## src/rtl/spi_sclk_prescaler.sv

```systemverilog
module spi_sclk_prescaler #(
  parameter int PRE_W  = 4,
  parameter int POST_W = 4
) (
  input  logic              clk,
  input  logic              rst,
  input  logic              run,
  input  logic [PRE_W-1:0]  div_lin,
  input  logic [POST_W-1:0] div_exp,
  input  logic              cpol,
  output logic              sclk,
  output logic              lead_tick,
  output logic              trail_tick
);
  localparam int QW = (1 << POST_W) - 1;

  logic [PRE_W-1:0]  lin_r, p;
  logic [POST_W-1:0] exp_r;
  logic              cpol_r, ph;
  logic [QW-1:0]     q, q_last, q_mid;
  logic [QW:0]       span;
  logic [PRE_W:0]    half;
  logic              bypass, lin_end, lead_c, trail_c;

  assign span    = {{QW{1'b0}}, 1'b1} << exp_r;
  assign q_last  = span[QW-1:0] - 1'b1;
  assign q_mid   = span[QW:1] - 1'b1;
  assign half    = ({1'b0, lin_r} + 1'b1) >> 1;
  assign bypass  = (lin_r == '0) && (exp_r == '0);
  assign lin_end = (p == lin_r);

  assign lead_c  = (exp_r == '0) ? ({1'b0, p} == half - 1'b1)
                                 : (lin_end && q == q_mid);
  assign trail_c = lin_end && (q == q_last);

  assign lead_tick  = run && (bypass || lead_c);
  assign trail_tick = run && (bypass || trail_c);
  assign sclk       = ph ^ cpol_r;

  always_ff @(posedge clk) begin
    if (rst) begin
      lin_r  <= '0;
      exp_r  <= '0;
      cpol_r <= 1'b0;
      p      <= '0;
      q      <= '0;
      ph     <= 1'b0;
    end else if (!run) begin
      lin_r  <= div_lin;
      exp_r  <= div_exp;
      cpol_r <= cpol;
      p      <= '0;
      q      <= '0;
      ph     <= 1'b0;
    end else begin
      p <= lin_end ? '0 : p + 1'b1;
      if (lin_end) q <= (q == q_last) ? '0 : q + 1'b1;
      if (!bypass) begin
        if (lead_c)       ph <= 1'b1;
        else if (trail_c) ph <= 1'b0;
      end
    end
  end
endmodule

```

## config.mk

```make
export PLATFORM = sky130hd
export DESIGN_NAME = spi_sclk_prescaler
export DESIGN_NICKNAME = d
export VERILOG_FILES = /design/src/rtl/spi_sclk_prescaler.sv
export SDC_FILE = /design/constraint.sdc
export NUM_CORES = 1
export LEC_CHECK = 0
export BUFFER_PORTS_ARGS = -buffer_cell sky130_fd_sc_hd__buf_2
export CORE_MARGIN = 2
export CORE_UTILIZATION = 40
export DETAILED_ROUTE_END_ITERATION = 7
export HOLD_SLACK_MARGIN = 0.12
export PLACE_DENSITY_LB_ADDON = 0.05
export REMOVE_ABC_BUFFERS = 1
export SYNTH_ARGS = -nofsm -noshare
export SYNTH_HDL_FRONTEND = slang
export SYNTH_SLANG_ARGS = --single-unit
```

## constraint.sdc

```tcl
create_clock -name clk -period 10.4 [get_ports clk]
set_input_delay 2.08 -clock clk [delete_from_list [all_inputs] [get_ports clk]]
set_output_delay 2.08 -clock clk [all_outputs]
set_load 0.01 [all_outputs]
```

; ---- Word-level counts from Yosys, hierarchy flattened
; Cells that the tools add are included.
; Widths: inputs -> output; s select.
[word_totals]
register_bits = 29
out_inout_bits = 3
[op_classes]
addsub = 6
n_eq_ne = 4
shifts = 1
mux = 4
n_bitwise = 3
reduce_logical = 13
[op_table]
columns = cell, count
row1 = $eq 15x15->1, 2
row2 = $sub 15x1->15 const B, 2
row3 = $shl 1x4->16 const A, 1
row4 = $add 15x1->15 const B, 1
row5 = $mux 15, 1
row6 = $logic_not 4->1, 2
row7 = $add 4x1->5 const B, 1
row8 = $eq 4x5->1, 1
row9 = $logic_and 1x1->1, 5
row10 = $sub 4x1->5 const B, 1
row11 = $add 4x1->4 const B, 1
row12 = $eq 4x4->1, 1
row13 = $mux 1, 3
row14 = $reduce_or 3->1, 1
row15 = $logic_or 1x1->1, 2
row16 = $not 1->1, 2
row17 = $reduce_and 2->1, 1
row18 = $reduce_bool 2->1, 1
row19 = $reduce_or 2->1, 1
row20 = $xor 1x1->1, 1

; ---- Depth between registers and ports, before layout
; Gate-level depths: netlist of the first run.
[depth]
depth_word = 7
mapped_depth = 14
ltp_nobuf = 11

; ---- Least setup slack after synthesis of the first run
; OpenSTA, ideal clock, no wires.
[synth_timing]
path_type = reg2out
from = reg exp_r[2]
to = out trail_tick
arrival_ns = 2.775
slack_ns = 5.545
path_stages_with_launch = 13
cell_sequence = dfxtp_1 buf_4 nor2_1 nand2_1 ha_1 buf_6 or3b_1 a211oi_1 a211oi_1 nor4_2 nand4_4 nor2_1 o21a_1
[synth_via]
elab_chain_cells = 6
word_cells_on_any_way = 8
[synth_rtl]
columns = element, line_no
row1 = start: declaration, 18  ; logic [POST_W-1:0] exp_r;
row2 = start signal: assignment, 50  ; exp_r <= div_exp;
row3 = $shl 1x4->16, 25  ; assign span = {{QW{1'b0}}, 1'b1} << exp_r;
row4 = $sub 15x1->15, 26  ; assign q_last = span[QW-1:0] - 1'b1;
row5 = $eq 15x15->1, 34  ; assign trail_c = lin_end && (q == q_last);
row6 = $logic_and 1x1->1, 34
row7 = $logic_or 1x1->1 *, 37  ; assign trail_tick = run && (bypass || trail_c);
row8 = $logic_and 1x1->1 *, 37
row9 = end: declaration, 13  ; output logic trail_tick
; Every way passes the cells marked *; elsewhere a longest branch is shown, timed or not.

; ---- Worst setup path in the final report of the first run
; Ends and elaborated chain as after synthesis.

==> results.json, run 1 <==
{
  "root_buffer": "clkbuf_8",
  "postCtsHoldBufs": 0,
  "port_buffers": 14,
  "dominantRegCellSynth": "dfxtp_1",
  "outcome": "finished, final reports clean",
  "endpoint_kind": "primary output",
  "overflow": 0,
  "avgSynthCellArea_um2": 7.81,
  "relSlewSlack": 0.540,
  "post_drt_via_cell_ratio": 5.72,
  "power_density_nw_per_um2": 110,
  "cts_inserted_buffers": 5,
  "worstPathRequired_ns": 8.32,
  "row_count": 31,
  "antenna_cells": 0,
  "drt_iter0_drc": 218,
  "area_delta_synth_final_pct": 4.20,
  "wl_um": 8350,
  "place_congestion": 0.905,
  "grt_pass1_vias": 2564,
  "first_pass_iters": 4,
  "hold_violations": 0,
  "grt_pass1_wl_um": 13800,
  "final_common_cell": "nor2_1",
  "async_reset_ff_frac": 0,
  "grt.total_usage": 0.209,
  "die_w_um": 90.7,
  "io_pins": 15,
  "tritoncts": "yes",
  "rsz0062_at_grt": "false",
  "critPathKind": "flip-flop to primary output",
  "yosysSeqAreaShare": 0.193,
  "tns_ns": 0,
  "synth-edff-count": 0,
  "critical-path-max-stage-delay_ns": 0.48,
  "wl_per_cell_um": 17.5,
  "cp_num_buf_inv": 2,
  "crit_fanout": 42,
  "netlist_instances": 385,
  "core_um2": 7250,
  "die_area_um2": 8220,
  "cts_buffer_depth": 2,
  "setup_violations": 0,
  "grt_max_degree": 44,
  "clk_pin_slew_ns": 0.07,
  "synth_cell_types": 71,
  "critPathTopFamily": "simple AND/OR/NAND/NOR gates",
  "htreeDepth": 2,
  "layout_common_cells": "nor2_1 (46), nand2_1 (32), xnor2_1 (30)",
  "start_util": 0.414,
  "max_cap_violations": 0,
  "postLayoutCoreUtil": 0.432,
  "ys_warn_count": 0,
  "post-route-drc-count": 0,
  "cts_resized": 0,
  "fin_nets": 401,
  "max_freq_ghz": 0.171,
  "period_share": 0.563,
  "slowest_stage": "nor2_1",
  "drive_gt1_frac": 0.100,
  "timing.hold.ws_ns": 0.511,
  "yosys_register_bits": 29,
  "min_path_type": "flip-flop to flip-flop",
  "num_vias": 2734,
  "cts.sinks": 29,
  "cp_cell_sequence": "buf_4, nor2_1, nand2_1, ha_1, or3b_1, a211oi_1, a211oi_1, nor4_2, nand4_4, nor2_1, o21a_1, buf_2",
  "dp_hpwl_um": 5950,
  "tightest_slew_ns": 0.684,
  "ir_drop_mv": 0.0583,
  "fin_crit_ns": 5.86,
  "grt_antenna_before_repair": 0,
  "hp-start": "p[0]$_SDFF_PP0_",
  "worstPathArrival_ns": 3.78,
  "worstSkewPairLatency_ns": 0.29,
  "synth_area_um2": 3010,
  "post_cts_buffers": 0,
  "clock_skew_ns": 0.00501,
  "leakagePower_uw": 0.00117,
  "r2r_start": "exp_r[2]$_SDFFE_PP0N_",
  "crit_start": "exp_r[2]$_SDFFE_PP0N_",
  "start_kind": "flip-flop",
  "dieHeight_um": 90.7,
  "drv_slew": 0,
  "drtAntennaViolNets": 0
}
## routing by layer
metal	track usage	up-vias	wire length (um)
li1	-	1359	-
met1	0.291	1283	3920
met2	0.331	82	3840
met3	0.0284	10	424
met4	0.0731	0	160
met5	0	-	0
## where the power goes
| part | total [uW] | internal [uW] | switching, uW | leakage (uW) |
|---|---|---|---|---|
| Combinational | 103 | 40.3 | 63.0 | 0.000877 |
| Sequential | 118 | 114 | 4.04 | 0.000236 |
| Clock | 123 | 71.7 | 51.1 | 0.0000543 |
| Total | 344 | 226 | 118 | 0.00117 |
## synth_stat cells (3+ instances only)
library cell	instances	share of area
or3_1	4	0.0083
clkbuf_1	12	0.015
and4_1	5	0.015
nor2_1	46	0.057
nand4_1	3	0.0062
mux2i_1	11	0.037
or3b_1	3	0.0087
buf_6	10	0.037
a31oi_1	7	0.015
nor3_1	12	0.020
o2111ai_1	3	0.0087
nor2b_1	11	0.023
nor4_1	3	0.0062
nand2b_1	8	0.017
ha_1	11	0.046
dfxtp_1	29	0.19
a21o_1	4	0.010
buf_4	3	0.0075
a21oi_1	12	0.020
xor2_1	14	0.041
o21ai_0	11	0.018
nand2_1	32	0.040
o211a_1	3	0.010
a211oi_1	5	0.012
o21a_1	4	0.010
xnor2_1	30	0.087
o211ai_1	6	0.015
buf_2	3	0.0050
nand3_1	12	0.020
nor3b_1	4	0.010
inv_1	12	0.015
## worst register-to-register path, delay by kind of cell, from the launching register on
family                   cells  cell delay [ns]
AO/OA/AOI/OAI                3             0.73
AND/OR/NAND/NOR              6             1.83
buffers and inverters        1             0.25
adder cells (fa/ha/maj)      1             0.46
flip-flops                   1             0.30
## cell families after synthesis
group,share of synthesized area
mux,0.0366
fa+ha+maj,0.0458
simple gates,0.307
buf+inv,0.0870
flops,0.193
xor+xnor,0.136
compound gates,0.195
## area by class of cell
| type | count | area, um^2 |
|---|---|---|
| flip-flops and latches | 29 | 581 |
| fillers | 771 | 4120 |
| clock inverters | 3 | 46.3 |
| repair buffers | 18 | 100 |
| clock buffers | 5 | 68.8 |
| multi-input cells | 311 | 2160 |
| well taps | 99 | 124 |
| inverters | 13 | 48.8 |
## flip-flops by register name, indices dropped and copies added (netlist names)
signal and flops:
exp_r 4, p 4, cpol_r 1, ph 1, lin_r 4, q 15
## stage by stage
stage	power [uW]	setup WS [ns]	area, um^2	instances
6_report	344	4.54	3130	478
5_1_grt	363	4.16	3130	478
4_1_cts	346	4.54	3130	478
3_5_place_dp	223	4.88	3020	470
3_3_place_gp	223	4.93	3020	470
2_1_floorplan	196	5.11	2790	353
## path summary, 6_finish.rpt
| kind | end | slack [ns] | cells past startpoint |
|---|---|---|---|
| worst max-delay path | trail_tick | 4.54 | 12 |
| worst min-delay path | p[0]$_SDFF_PP0_ | 0.51 | 1 |
| worst max register to register | q[6]$_SDFFE_PP0N_ | 6.71 | 11 |
| worst min register to register | p[0]$_SDFF_PP0_ | 0.51 | 1 |
(Power assumes the default switching activity.)
==> run 2, diff against run 1 <==
Settings changed: ABC_AREA from default to 1.
Clock period 10.4 ns to 6.1 ns, I/O delays scaled along.
==> results.json, run 2 <==
{
  "synth_most_common_cell": "nand2_1",
  "fin_nets": 476,
  "grt_max_degree": 20,
  "synth_top_family_by_area": "simple AND/OR/NAND/NOR gates",
  "power_density_nw_per_um2": 190,
  "dominantRegCellSynth": "dfxtp_1",
  "cts.sinks": 29,
  "drtAntennaViolNets": 0,
  "async_reset_ff_frac": 0,
  "netlist_instances": 438,
  "start_kind": "flip-flop",
  "combPwrFrac": 0.306,
  "endpoint_kind": "primary output",
  "ys_warn_count": 0,
  "wl_per_cell_um": 13.9,
  "place_ws_ns": 1.86,
  "synth-edff-count": 0,
  "start_util": 0.416,
  "synth_common_cells": "nand2_1 (124), inv_1 (50), nand3_1 (47)",
  "grt.total_usage": 0.220,
  "fin_ws_ns": 1.53,
  "tightest_slew_ns": 1.04,
  "die_w_um": 85.2,
  "period_share": 0.749,
  "postLayoutCoreUtil": 0.453,
  "drive_gt1_frac": 0.115,
  "root_buffer": "clkbuf_8",
  "crit_fanout": 16,
  "post-route-drc-count": 0,
  "port_buffers": 14,
  "synth_top_area_cell": "dfxtp_1",
  "area_delta_synth_final_pct": 8.96,
  "fin_crit_ns": 4.57,
  "synth_top_area_share": 0.220,
  "relSlewSlack": 0.305,
  "outcome": "finished, final reports clean",
  "tns_ns": 0,
  "post_drt_via_cell_ratio": 5.18,
  "hold_violations": 0,
  "ir_drop_mv": 0.150,
  "p_switching_uw": 191,
  "synth-simple-area-share": 0.448,
  "drt_iter0_drc": 109,
  "synth_area_um2": 2640,
  "row_count": 29,
  "synthAdderAreaFrac": 0.0522,
  "p_sw_frac": 0.350,
  "tritoncts": "yes",
  "setup_violations": 0,
  "worstPathRequired_ns": 4.88,
  "max_freq_ghz": 0.219,
  "max_cap_violations": 0,
  "clock_skew_ns": 0.00444,
  "cts_inserted_buffers": 5,
  "leakagePower_uw": 0.00150,
  "internal_power_uw": 356,
  "grt_pass1_vias": 2671,
  "yosys_register_bits": 29,
  "dieHeight_um": 85.2,
  "clkPwrFrac": 0.321,
  "postCtsHoldBufs": 0,
  "final_common_cell": "nand2_1",
  "cts_buffer_depth": 2,
  "worstPathArrival_ns": 3.35,
  "core_um2": 6350,
  "place_congestion": 0.906,
  "wl_um": 7400,
  "synth.mux.area_fraction": 0,
  "yosysSeqAreaShare": 0.220,
  "min_path_type": "flip-flop to flip-flop",
  "clk_pin_slew_ns": 0.06,
  "antenna_cells": 0,
  "synth-compound-area-share": 0.0744,
  "synthXorXnorAreaFrac": 0.0996,
  "dp_hpwl_um": 6080,
  "ys_top_cells_by_area": "dfxtp_1 (22%), nand2_1 (18%), nand3_1 (8.9%)",
  "synth_cell_types": 31,
  "largest_register_ffs": 15,
  "seqPwrFrac": 0.373,
  "timing.hold.ws_ns": 0.485,
  "die_area_um2": 7260,
  "worstSkewPairLatency_ns": 0.28,
  "finalPower_uw": 547,
  "r2r_slack_ns": 3.01,
  "num_vias": 2748,
  "top_register": "q",
  "grt_antenna_before_repair": 0,
  "io_pins": 15,
  "first_pass_iters": 4,
  "drv_slew": 0,
  "post_cts_buffers": 0,
  "rsz0062_at_grt": "false",
  "critPathKind": "flip-flop to primary output",
  "overflow": 0,
  "layout_common_cells": "nand2_1 (124), inv_1 (50), nand3_1 (47)",
  "grt_pass1_wl_um": 12700,
  "avgSynthCellArea_um2": 6.02,
  "htreeDepth": 2,
  "cts_resized": 0
}
run 2: cell count changes after synthesis, sizes merged, moves of 15 or more:
cell	previous run	this run
nand2	32	125
xnor2	30	10
nand4	5	27
nand3	12	52
inv	12	65
buf	18	3
run 2: power by group through the flow:
stage / logic (uW) / clock network (uW) / registers [uW]
floorplan: 128 / 0 / 207
global placement: 166 / 0 / 208
detailed placement: 167 / 0 / 209
CTS: 168 / 183 / 204
global route: 196 / 191 / 205
finish: 167 / 176 / 204
run 2: critical path, cell delays in order (launching register included):
cell	delay [ns]
dfxtp_1	0.68
nor2_1	0.20
nand2_1	0.22
ha_1	0.23
nand3_2	0.16
nor2_1	0.25
nand2_1	0.09
nand2_1	0.09
nand2_1	0.06
nand2_1	0.05
nand2_1	0.07
nor2_1	0.30
nand3_2	0.33
a21oi_2	0.20
buf_2	0.14
run 2: area by class of cell:
cell class	instances	area [um^2]
Clock inverter	1	5.00
Fill cell	715	3470
Timing Repair Buffer	14	70.1
Tap cell	77	96.3
Multi-Input combinational cell	337	1780
Inverter	66	248
Sequential cell	29	581
Clock buffer	7	96.3
run 2: cell families (layout without fill, tap and decap cells):
| kind of cell | after synthesis | count (layout) |
|---|---|---|
| XOR/XNOR | 30 | 30 |
| buffers and inverters | 72 | 88 |
| flip-flops | 29 | 29 |
| adder cells (fa/ha/maj) | 11 | 11 |
| AO/OA/AOI/OAI | 37 | 37 |
| AND/OR/NAND/NOR | 259 | 259 |
run 2: layer usage:
layer	part of all wire	routed length, um	track usage	up-vias
li1	-	-	-	1451
met3	0.051	378	0.0263	14
met1	0.46	3420	0.290	1219
met5	0	0	0	-
met2	0.47	3470	0.368	64
met4	0.019	144	0.0808	0
run 2: worst paths after layout:
path	start	end	depth (start not counted)
max	exp_r[2]$_SDFFE_PP0N_	trail_tick	14
min	ph$_SDFFE_PP0P_	ph$_SDFFE_PP0P_	2
max reg2reg	exp_r[2]$_SDFFE_PP0N_	q[11]$_SDFFE_PP0N_	13
min reg2reg	ph$_SDFFE_PP0P_	ph$_SDFFE_PP0P_	2
run 2: metrics by stage:
stage | cells | area, um^2
after global placement | 523 | 2770
final | 531 | 2880
after floorplan | 432 | 2610
after CTS | 531 | 2880
after detailed placement | 523 | 2770
after global routing | 531 | 2880
==> run 3, diff against run 2 <==
Clock period 6.1 ns to 3.98 ns, I/O delays scaled along.
==> results.json, run 3 (synthesis gave the netlist of run 2 again) <==
{
  "relSlewSlack": 0.696,
  "final_common_cell": "nand2_1",
  "cts.sinks": 29,
  "overflow": 0,
  "dp_hpwl_um": 6170,
  "layout_common_cells": "nand2_1 (123), inv_1 (50), nand3_1 (47)",
  "largest_register_ffs": 15,
  "cp.depth": 14,
  "max_cap_violations": 0,
  "io_pins": 15,
  "grt_pass1_wl_um": 12600,
  "worst_path_most_repeated_cell": "nand2_1",
  "place_congestion": 0.912,
  "timing.hold.ws_ns": 0.488,
  "post_cts_buffers": 0,
  "critical-path-max-stage-delay_ns": 0.37,
  "top_register": "q",
  "drv_slew": 0,
  "drtAntennaViolNets": 0,
  "postCtsHoldBufs": 0,
  "tns_ns": 0,
  "fin_crit_ns": 3.74,
  "rsz0062_at_grt": "false",
  "start_kind": "flip-flop",
  "area_delta_synth_final_pct": 10.7,
  "port_buffers": 14,
  "drt_iter0_drc": 149,
  "hold_violations": 0,
  "power_density_nw_per_um2": 309,
  "fin_area_um2": 2920,
  "clock_skew_ns": 0.00728,
  "grt_max_degree": 20,
  "min_path_type": "flip-flop to flip-flop",
  "first_pass_iters": 5,
  "r2r_start": "exp_r[0]$_SDFFE_PP0N_",
  "cts_resized": 0,
  "max_freq_ghz": 0.268,
  "num_vias": 2758,
  "worstSkewPairLatency_ns": 0.28,
  "critPathTopFamily": "simple AND/OR/NAND/NOR gates",
  "endpoint_kind": "primary output",
  "period_share": 0.939,
  "grt_antenna_before_repair": 0,
  "crit_start": "exp_r[0]$_SDFFE_PP0N_",
  "worstPathRequired_ns": 3.18,
  "root_buffer": "clkbuf_8",
  "drive_gt1_frac": 0.123,
  "die_area_um2": 7260,
  "worstPathArrival_ns": 2.94,
  "r2r_slack_ns": 1.31,
  "postLayoutCoreUtil": 0.460,
  "post-route-drc-count": 0,
  "worstRegToRegCells": 13,
  "r2r_end": "q[11]$_SDFFE_PP0N_",
  "critPathKind": "flip-flop to primary output",
  "crit_end": "trail_tick",
  "cts_inserted_buffers": 5,
  "htreeDepth": 2,
  "post_drt_via_cell_ratio": 5.17,
  "grt.total_usage": 0.217,
  "row_count": 29,
  "cts_buffer_depth": 2,
  "tritoncts": "yes",
  "place_area_um2": 2790,
  "fin_nets": 478,
  "wl_per_cell_um": 13.9,
  "grt_pass1_vias": 2611,
  "dieHeight_um": 85.2,
  "setup_violations": 0,
  "core_um2": 6350,
  "slowest_stage": "dfxtp_1",
  "cp_cell_sequence": "nor2_2, nand2_1, ha_1, xnor2_1, xnor2_1, nand2_1, inv_1, nand2_1, nor2_1, nand3_1, nor2_2, nand3_4, a21oi_2, buf_2",
  "cp_num_buf_inv": 2,
  "tightest_slew_ns": 0.452,
  "antenna_cells": 0,
  "start_util": 0.416,
  "clk_pin_slew_ns": 0.07,
  "outcome": "finished, final reports clean",
  "leakagePower_uw": 0.00151,
  "die_w_um": 85.2,
  "crit_fanout": 14,
  "wl_um": 7390,
  "ir_drop_mv": 0.179
}
==> run 3: worst min-delay path: stages (launching register included) <==
cell and delay [ns]:
dfxtp_1 0.33, nand2_1 0.07, a21oi_1 0.05
==> run 3: cell type report <==
| type | instances | area [um^2] |
|---|---|---|
| fillers | 691 | 3430 |
| clock inverters | 2 | 37.5 |
| flip-flops and latches | 29 | 581 |
| clock buffers | 6 | 82.6 |
| well taps | 77 | 96.3 |
| repair buffers | 16 | 85.1 |
| multi-input cells | 337 | 1790 |
| inverters | 66 | 248 |
==> run 3: per-stage QoR <==
step	total power, uW	std cells	setup slack, ns
CTS	906	533	0.135
global placement	577	525	0.451
global route	959	533	0.0171
finish	902	533	0.243
floorplan	513	432	0.859
detailed placement	577	525	0.464
==> run 3: how the worst min path moves through the flow <==
stage                          from              end  depth (start not counted)
finish              ph$_SDFFE_PP0P_  ph$_SDFFE_PP0P_                          2
global route        p[0]$_SDFF_PP0_  p[0]$_SDFF_PP0_                          1
CTS                 ph$_SDFFE_PP0P_  ph$_SDFFE_PP0P_                          2
detailed placement  ph$_SDFFE_PP0P_  ph$_SDFFE_PP0P_                          2
floorplan           ph$_SDFFE_PP0P_  ph$_SDFFE_PP0P_                          2
global placement    ph$_SDFFE_PP0P_  ph$_SDFFE_PP0P_                          2
==> run 3: power by group <==
group / switching, uW / internal [uW]
Sequential: 12.1 / 299
Combinational: 172 / 92.8
Clock: 123 / 203
Total: 307 / 595
==> run 3: routing by layer <==
layer	GRT usage	wire (um)	vias up
met5	0	0	-
met4	0.0548	116	0
met3	0.0340	230	9
met2	0.372	3480	62
met1	0.284	3570	1241
li1	-	-	1446
